$ cat config.mk
export PLATFORM = sky130hd
export DESIGN_NAME = ctx_tlb
export DESIGN_NICKNAME = d
export VERILOG_FILES = /design/src/rtl/ctx_tlb_pkg.sv /design/src/rtl/ctx_tlb_match.sv /design/src/rtl/ctx_tlb_victim.sv /design/src/rtl/ctx_tlb.sv
export SDC_FILE = /design/constraint.sdc
export NUM_CORES = 1
export LEC_CHECK = 0
export CAP_MARGIN = 20
export CORE_MARGIN = 5
export CORE_UTILIZATION = 60
export CTS_BUF_LIST = sky130_fd_sc_hd__clkbuf_4
export CTS_CLUSTER_SIZE = 30
export DETAILED_ROUTE_END_ITERATION = 6
export PLACE_DENSITY_LB_ADDON = 0.1
export RECOVER_POWER = 25
export SYNTH_ARGS = -nofsm -noshare
export SYNTH_HDL_FRONTEND = slang
export SYNTH_SLANG_ARGS = --single-unit
$ cat constraint.sdc
create_clock -name clk -period 5.1 [get_ports clk]
set_input_delay 1.275 -clock clk [delete_from_list [all_inputs] [get_ports clk]]
set_output_delay 1.275 -clock clk [all_outputs]
set_load 0.01 [all_outputs]
$ cat src/rtl/ctx_tlb_pkg.sv
package ctx_tlb_pkg;

    // Source of the entry chosen for a fill.
    typedef enum logic [0:0] {
        PICK_FREE  = 1'b0,
        PICK_ROUND = 1'b1
    } pick_e;

endpackage

$ cat src/rtl/ctx_tlb_match.sv
module ctx_tlb_match #(
    parameter int N     = 8,
    parameter int VPN_W = 20,
    parameter int PPN_W = 16,
    parameter int CID_W = 8
) (
    input  logic [N-1:0]             ent_valid,
    input  logic [N-1:0]             ent_glob,
    input  logic [N-1:0][VPN_W-1:0]  ent_vpn,
    input  logic [N-1:0][PPN_W-1:0]  ent_ppn,
    input  logic [N-1:0][CID_W-1:0]  ent_cid,
    input  logic [CID_W-1:0]         cur_cid,
    input  logic [VPN_W-1:0]         q_vpn,
    output logic [N-1:0]             hit_vec,
    output logic                     any_hit,
    output logic [PPN_W-1:0]         hit_ppn
);

    // per-entry compare, identifier ignored for global entries
    for (genvar i = 0; i < N; i++) begin : g_cmp
        assign hit_vec[i] = ent_valid[i] && (ent_vpn[i] == q_vpn) &&
                            (ent_glob[i] || (ent_cid[i] == cur_cid));
    end

    assign any_hit = |hit_vec;

    always_comb begin
        hit_ppn = '0;
        for (int i = 0; i < N; i++) begin
            if (hit_vec[i]) begin
                hit_ppn = hit_ppn | ent_ppn[i];
            end
        end
    end

endmodule

$ cat src/rtl/ctx_tlb_victim.sv
module ctx_tlb_victim
    import ctx_tlb_pkg::*;
#(
    parameter int N = 8,
    localparam int IDX_W = (N > 1) ? $clog2(N) : 1
) (
    input  logic             clk,
    input  logic             rst_n,
    input  logic [N-1:0]     avail_valid,
    input  logic             take,
    output logic [IDX_W-1:0] vic_idx,
    output pick_e            vic_pick
);

    localparam logic [IDX_W-1:0] LAST = IDX_W'(N - 1);

    logic [IDX_W-1:0] rr_q;
    logic [IDX_W-1:0] free_idx;
    logic             free_any;

    // lowest invalid entry wins
    always_comb begin
        free_idx = '0;
        free_any = 1'b0;
        for (int i = N - 1; i >= 0; i--) begin
            if (!avail_valid[i]) begin
                free_idx = IDX_W'(i);
                free_any = 1'b1;
            end
        end
    end

    always_comb begin
        vic_pick = free_any ? PICK_FREE : PICK_ROUND;
        unique case (vic_pick)
            PICK_FREE:  vic_idx = free_idx;
            PICK_ROUND: vic_idx = rr_q;
            default:    vic_idx = rr_q;
        endcase
    end

    // pointer moves only when it supplied the victim
    always_ff @(posedge clk or negedge rst_n) begin
        if (!rst_n) begin
            rr_q <= '0;
        end else if (take && (vic_pick == PICK_ROUND)) begin
            rr_q <= (rr_q == LAST) ? '0 : rr_q + 1'b1;
        end
    end


    // rr_step_chk: a round-robin fill moves the pointer by exactly one place
    rr_step_chk: assert property (@(posedge clk) disable iff (!rst_n)
        (take && vic_pick == PICK_ROUND) |=>
            (rr_q == (($past(rr_q) == LAST) ? '0 : $past(rr_q) + 1'b1)));

endmodule

$ cat src/rtl/ctx_tlb.sv
module ctx_tlb
    import ctx_tlb_pkg::*;
#(
    parameter int N     = 8,
    parameter int VPN_W = 20,
    parameter int PPN_W = 16,
    parameter int CID_W = 8
) (
    input  logic             clk,
    input  logic             rst_n,
    input  logic             lk_valid,
    input  logic [VPN_W-1:0] lk_vpn,
    output logic             lk_hit,
    output logic             lk_miss,
    output logic [PPN_W-1:0] lk_ppn,
    input  logic             fill_valid,
    input  logic [VPN_W-1:0] fill_vpn,
    input  logic [PPN_W-1:0] fill_ppn,
    input  logic             fill_global,
    input  logic             sw_valid,
    input  logic [CID_W-1:0] sw_cid,
    input  logic             fl_valid,
    input  logic [CID_W-1:0] fl_cid,
    output logic [CID_W-1:0] cur_cid
);

    localparam int IDX_W = (N > 1) ? $clog2(N) : 1;

    logic [N-1:0]            v_q;
    logic [N-1:0]            g_q;
    logic [N-1:0][VPN_W-1:0] vpn_q;
    logic [N-1:0][PPN_W-1:0] ppn_q;
    logic [N-1:0][CID_W-1:0] cid_q;
    logic [CID_W-1:0]        cur_q;

    logic [N-1:0]            keep_v;
    logic [N-1:0]            hit_vec;
    logic                    any_hit;
    logic [PPN_W-1:0]        hit_ppn;
    logic [IDX_W-1:0]        vic_idx;
    pick_e                   vic_pick;

    ctx_tlb_match #(
        .N(N), .VPN_W(VPN_W), .PPN_W(PPN_W), .CID_W(CID_W)
    ) u_match (
        .ent_valid (v_q),
        .ent_glob  (g_q),
        .ent_vpn   (vpn_q),
        .ent_ppn   (ppn_q),
        .ent_cid   (cid_q),
        .cur_cid   (cur_q),
        .q_vpn     (lk_vpn),
        .hit_vec   (hit_vec),
        .any_hit   (any_hit),
        .hit_ppn   (hit_ppn)
    );

    // lookup result in the request cycle
    assign lk_hit  = lk_valid && any_hit;
    assign lk_miss = lk_valid && !any_hit;
    assign lk_ppn  = hit_ppn;
    assign cur_cid = cur_q;

    // invalidations form the base the fill is written over
    always_comb begin
        keep_v = v_q;
        for (int i = 0; i < N; i++) begin
            if (sw_valid && g_q[i]) begin
                keep_v[i] = 1'b0;
            end
            if (fl_valid && !g_q[i] && (cid_q[i] == fl_cid)) begin
                keep_v[i] = 1'b0;
            end
        end
    end

    ctx_tlb_victim #(.N(N)) u_victim (
        .clk         (clk),
        .rst_n       (rst_n),
        .avail_valid (keep_v),
        .take        (fill_valid),
        .vic_idx     (vic_idx),
        .vic_pick    (vic_pick)
    );

    // valid, global and context state
    always_ff @(posedge clk or negedge rst_n) begin
        if (!rst_n) begin
            v_q   <= '0;
            g_q   <= '0;
            cur_q <= '0;
        end else begin
            v_q <= keep_v;
            if (fill_valid) begin
                v_q[vic_idx] <= 1'b1;
                g_q[vic_idx] <= fill_global;
            end
            if (sw_valid) begin
                cur_q <= sw_cid;
            end
        end
    end

    // payload written with the identifier held before this edge
    always_ff @(posedge clk) begin
        if (fill_valid) begin
            vpn_q[vic_idx] <= fill_vpn;
            ppn_q[vic_idx] <= fill_ppn;
            cid_q[vic_idx] <= cur_q;
        end
    end

    // Checking state: identifier of the previous cycle's flush
    logic [CID_W-1:0] fl_cid_d;
    logic [N-1:0]     stale_vec;

    always_ff @(posedge clk or negedge rst_n) begin
        if (!rst_n) begin
            fl_cid_d <= '0;
        end else begin
            fl_cid_d <= fl_cid;
        end
    end

    for (genvar i = 0; i < N; i++) begin : g_stale
        assign stale_vec[i] = v_q[i] && !g_q[i] && (cid_q[i] == fl_cid_d);
    end


    // hit_miss_excl_chk: hit and miss never together, silent when idle
    hit_miss_excl_chk: assert property (@(posedge clk) disable iff (!rst_n)
        !(lk_hit && lk_miss) && (lk_valid || (!lk_hit && !lk_miss)));


    // ctx_load_chk: the switch identifier is current one cycle later
    ctx_load_chk: assert property (@(posedge clk) disable iff (!rst_n)
        sw_valid |=> (cur_cid == $past(sw_cid)));


    // glob_drop_chk: no global entry survives a switch without a global fill
    glob_drop_chk: assert property (@(posedge clk) disable iff (!rst_n)
        (sw_valid && !(fill_valid && fill_global)) |=> ((v_q & g_q) == '0));


    // flush_drop_chk: no tagged entry of the flushed identifier remains
    flush_drop_chk: assert property (@(posedge clk) disable iff (!rst_n)
        (fl_valid && !fill_valid) |=> (stale_vec == '0));


    // free_fill_chk: a fill into a free slot adds exactly one valid entry
    free_fill_chk: assert property (@(posedge clk) disable iff (!rst_n)
        (fill_valid && !sw_valid && !fl_valid && (v_q != '1)) |=>
            ($countones(v_q) == $past($countones(v_q)) + 1));


    // full_fill_chk: replacing into a full table keeps it full
    full_fill_chk: assert property (@(posedge clk) disable iff (!rst_n)
        (fill_valid && !sw_valid && !fl_valid && (v_q == '1)) |=> (v_q == '1));

endmodule

**After elaboration in Yosys (flattened, before gate mapping)**

Index checks and enable logic that the tools add are counted.

- Bits in registers: 379
- Bits of input ports: 79
- Output and inout bits: 26
- Word-level logic and storage cells: 182

- $add $sub $neg: 1
- $lt $le $gt $ge: 2
- Equality and inequality tests: 25
- Mux-type cells: 56
- Bitwise logic cells: 8
- Reduce and logical (&&, ||, !) cells: 62

Operators with widths:

| cell | number |
|---|---|
| $bwmux 160 | 1 |
| $eq 20x20->1 | 8 |
| $mux 16 | 9 |
| $bwmux 128 | 1 |
| $eq 8x8->1 | 16 |
| $or 16x16->16 | 7 |
| $bwmux 64 | 1 |
| $demux 20 s3 | 1 |
| $demux 16 s3 | 1 |
| $logic_and 1x1->1 | 44 |
| $mux 3 | 9 |
| $mux 1 | 26 |
| $demux 8 s3 | 1 |
| $mux 20 | 1 |
| $mux 8 | 2 |
| $logic_not 1->1 | 9 |
| $bwmux 8 | 1 |
| $logic_or 1x1->1 | 8 |
| $or 8x8->8 | 1 |
| $reduce_or 8->1 | 1 |
| $pmux 3 s2 | 1 |
| $lt 3x4->1 const B | 1 |
| $add 3x1->3 const B | 1 |
| $demux 1 s3 | 1 |
| 2 further kinds | 2 |

**Depth between registers and ports, before layout**

- Depth after elaboration: 20
- Depth in mapped cells: 10
- Depth with buffers taken out: 8

**Hierarchy**

From an unflattened synthesis, not the netlist that was laid out.

- Cell total of the unflattened synthesis: 1142
- Area total of the unflattened synthesis: 16857.4 µm²

By module, submodules not included:

| module | instances | cells an instance | area each (µm²) | sequential area each (µm²) |
|---|---|---|---|---|
| ctx_tlb | 1 | 572 | 12539.5 | 11170.7 |
| ctx_tlb_match | 1 | 545 | 4047.6 | 0.0 |
| ctx_tlb_victim | 1 | 25 | 270.3 | 75.1 |

**Least setup slack after synthesis**

No wires, ideal clock.

- Path type: input to output
- Start: input port lk_vpn[5]
- End: output port lk_ppn[1]
- Arrival time: 3.219 ns
- Data required time: 3.825 ns
- Slack: 0.606 ns
- Stages: 8
- Buffers on the path: 2
- Cell sequence: clkbuf_1 xor2_1 nor4_1 nand4_1 nor3_1 clkbuf_1 a221oi_1 nand3_1

- Longest elaborated chain between the ends: 18
- Elaborated cells between the ends (all ways): 39
- Classes of those cells: eq/ne: 8; mux: 8; bitwise: 7; reduce/logical: 16

RTL lines:

| item | RTL line | text |
|---|---|---|
| from (decl) | ctx_tlb.sv:12 | `input logic [VPN_W-1:0] lk_vpn,` |
| $eq 20x20->1 | ctx_tlb_match.sv:21 | `assign hit_vec[i] = ent_valid[i] && (ent_vpn[i] == q_vpn) &&` |
| $logic_and 1x1->1 (2 in series) | ctx_tlb_match.sv:21 |  |
| $mux 16 | ctx_tlb_match.sv:30 | `if (hit_vec[i]) begin` |
| $or 16x16->16 | ctx_tlb_match.sv:31 | `hit_ppn = hit_ppn \| ent_ppn[i];` |
| $mux 16 | ctx_tlb_match.sv:30 |  |
| $or 16x16->16 | ctx_tlb_match.sv:31 |  |
| $mux 16 | ctx_tlb_match.sv:30 |  |
| $or 16x16->16 | ctx_tlb_match.sv:31 |  |
| $mux 16 | ctx_tlb_match.sv:30 |  |
| $or 16x16->16 | ctx_tlb_match.sv:31 |  |
| $mux 16 | ctx_tlb_match.sv:30 |  |
| $or 16x16->16 | ctx_tlb_match.sv:31 |  |
| $mux 16 | ctx_tlb_match.sv:30 |  |
| $or 16x16->16 | ctx_tlb_match.sv:31 |  |
| $mux 16 | ctx_tlb_match.sv:30 |  |
| $or 16x16->16 | ctx_tlb_match.sv:31 |  |
| $mux 16 (*) | ctx_tlb_match.sv:30 |  |
| to (decl) | ctx_tlb.sv:15 | `output logic [PPN_W-1:0] lk_ppn,` |

Every way passes the cells marked *; elsewhere a longest branch is shown, timed or not.

**Worst setup path after layout**

- Start: input port lk_vpn[2]
- End: output port lk_ppn[5]

The elaborated chain is that of the path after synthesis.

==> impl_metrics.ini <==
[finish]
area_growth_pct = 25.8
drive_gt1_share_pct = 27.3
final_cell_area_mm2 = 0.0202
nets = 1355

[placed_design]
dp_hpwl_um = 26000
io_buffers = 104
gp_congestion = 0.828
placedInstanceArea_mm2 = 0.0185

[run]
maxCapViolCount = 1

[critical_path]
worstPathMaxFanout = 8
cp-start-kind = input pin
cp.required_ps = 3830
end_kind = output pin
critical_path_class = input pin to output pin
worst_ep_arrival_time_ps = 3800

[cts]
clk_path_buf_depth = 3
htreeDepth = 3
clk_pin_slew_worst_paths_ps = 60
cts_root_buf = clkbuf_4
cts_tree = built
cts.sinks = 379
numCtsBuffers = 94
worstSkewPairLatency_ps = 700

[yosys]
yosysSeqAreaShare_pct = 70.1
synthesis.nets = 1075
synth_area_mm2 = 0.0160
ys_types = 57
synth.ff_latch_count = 379
yosysWarnings = 0
synth_area_per_cell_um2 = 16.1
synth_edf_count = 352
synth-async-reset-ratio_pct = 7.12
postSynthCellCount = 994
synth_flop_cell = edfxtp_1

[detailed_routing]
routed_wirelength_um = 40000
drtIter0Drc = 892
firstDrtPassIters = 5
viasPerCell = 5.80
post_drt_wl_per_cell_um = 23.8
via_count = 9740
final_antenna_net_count = 0
drcViolationCount = 0

[pwr]
cell_internal_pwr_mw = 5.69
ir_worst_vdd_mv = 0.258
p_comb_share_pct = 15.1
power.leakage_nw = 7.28
power_density_mw_per_mm2 = 384
power.share.switching_pct = 26.7
power_frac_clock_pct = 32.9
p_seq_share_pct = 52.0
p_switching_mw = 2.07

[grt]
grt_pass1_wl_um = 60200
grt_max_degree = 45
globalRouteMet2Util_pct = 43.5
antenna_found_initial = 1
grt_util_met3_pct = 6.04
top_usage_layer = met2
grt_use_met1_pct = 35.3
grt_pass1_vias = 10200
grt_usage_pct = 26.4
overflow = 0

[timing]
hold_slack_ps = 553
maxSlewHeadroom_pct = -12.6
setup_viol = 0
drv_slew = 28
finalCritPeriodShare_pct = 99.5
worst_slew_pin_slew_ps = 1690
skew_ps = 49.1
min_period_ps = 5070
fmax_mhz = 197
hold_viol = 0

[floorplan]
ios = 105
dieArea_mm2 = 0.0301
die_h_um = 174
num_rows = 59
core_mm2 = 0.0262
die_w_um = 174
initial_core_util_pct = 61.2

[hold_path]
hold_path.class = register to register

[status]
status = finished with violations
violations = max-capacitance violations, max-slew violations
## metrics by stage
| step | power [mW] | instances | util, % | setup WS [ps] | TNS [ps] |
|---|---|---|---|---|---|
| 2_1_floorplan | 4.65 | 994 | - | 606 | 0 |
| 3_3_place_gp | 5.19 | 1487 | 70.7 | -414 | -6700 |
| 3_5_place_dp | 5.23 | 1487 | 70.7 | -406 | -6690 |
| 4_1_cts | 7.79 | 1674 | 76.5 | -25.8 | -33.7 |
| 5_1_grt | 8.10 | 1680 | 77.0 | -2.65 | -2.65 |
| 6_report | 7.75 | 1680 | 77.0 | 28.0 | 0 |
## final cells by class
class                   count  area, um^2
flip-flops and latches    379       11200
fillers                  1583        6020
multi-input cells         563        4850
repair buffers            231        2410
clock buffers             145        1090
well taps                 335         419
clock inverters            21         141
inverters                   5        18.8
diodes                      1        2.50
## state kept, by name, summed over array words and instances, names as in the netlist
| register | flops |
|---|---|
| g_q | 8 |
| ppn_q | 128 |
| vpn_q | 160 |
| u_victim.rr_q | 3 |
| v_q | 8 |
| cur_cid | 8 |
| cid_q | 64 |
## power groups by stage
stage	sequential, mW	clock (mW)	combinational (mW)
after floorplan	4.02	0	0.629
after CTS	4.03	2.60	1.17
after detailed placement	4.09	0	1.14
after global placement	4.07	0	1.12
after global routing	4.06	2.79	1.25
final	4.04	2.55	1.17
## worst paths after layout
path	startpoint	endpoint	slack (ps)	cells past startpoint
min	g_q[1]	g_q[1]	550	1
max in group asynchronous	rst_n	g_q[1]	2550	2
min reg2reg	g_q[1]	g_q[1]	550	1
max reg2reg	v_q[7]	cid_q[5]	1920	10
max	lk_vpn[2]	lk_ppn[5]	30	12
min in group asynchronous	rst_n	cur_cid[7]	1560	2
## synth_stat cells, types with 3 or more instances
master | n | area [um^2]
o21ai_0 | 3 | 15.0
buf_2 | 5 | 25.0
inv_1 | 5 | 18.8
nor2_1 | 3 | 11.3
a221oi_1 | 16 | 140
nand3b_1 | 7 | 52.6
a22oi_1 | 32 | 240
xor2_1 | 216 | 1890
dfrtp_1 | 27 | 676
a21boi_0 | 5 | 37.5
mux2_1 | 6 | 67.6
nand3_1 | 32 | 160
nand2b_4 | 3 | 41.3
xnor2_1 | 71 | 622
clkbuf_1 | 32 | 120
a21oi_1 | 10 | 50.1
nor2_2 | 3 | 18.8
nand2_1 | 9 | 33.8
nor3_1 | 17 | 85.1
nor4_1 | 48 | 300
edfxtp_1 | 352 | 10600
mux2_2 | 10 | 113
a22o_1 | 16 | 140
o31ai_2 | 3 | 37.5
buf_6 | 6 | 67.6
buf_4 | 3 | 22.5
nand4_1 | 16 | 100
## what timing repair did
item / in CTS / in global routing
hold buffers: 0 / 0
gates resized for setup: 54 / 47
gates cloned: 1 / 0
buffers inserted: 20 / 5
pin swaps: 16 / 13
endpoints found under the setup margin: 18 / 17
## cell families after synthesis
| family | count (synthesis) | synth area share, % |
|---|---|---|
| AOI/OAI and AO/OA | 99 | 5.01 |
| buffers and inverters | 52 | 1.61 |
| muxes | 19 | 1.40 |
| and+or+nand+nor | 155 | 5.97 |
| xor gates and xnor gates | 288 | 15.8 |
| adders and majority gates | 2 | 0.156 |
| DFF | 379 | 70.1 |
## routing by layer
layer / share of wire [%] / up-vias
li1: - / 4365
met1: 39 / 4849
met2: 50 / 444
met3: 8.2 / 82
met4: 2.6 / 0
met5: 0 / -
## placed cells by master (no fill, tap or decap), types with 4 or more instances in the layout
master / instances
nor3_2: 9
mux2_2: 10
buf_12: 35
xor2_1: 200
nand4_1: 16
a22oi_1: 32
nand3_1: 31
xnor2_1: 71
nor4_2: 12
a22o_1: 16
nand3b_1: 7
nor2_4: 4
a221oi_1: 16
nand2_1: 9
dlygate4sd2_1: 10
dfrtp_1: 27
buf_4: 82
mux2_1: 6
nor3_1: 5
dlygate4sd3_1: 16
xor2_2: 15
clkdlybuf4s50_1: 61
clkbuf_2: 11
nor4_1: 37
a21boi_0: 5
clkinv_1: 15
buf_6: 5
a21oi_1: 10
clkbuf_4: 145
edfxtp_1: 352
inv_2: 5
## critical path: stages
cell,delay (ps)
clkdlybuf4s50_1,410
buf_6,150
xor2_1,170
nor4_2,390
nand4_1,270
nor3_2,270
clkbuf_16,190
buf_4,130
a22o_1,160
a221oi_1,50
nand3_1,80
clkdlybuf4s15_1,240
Note: power is estimated with default switching activity, not from simulation.
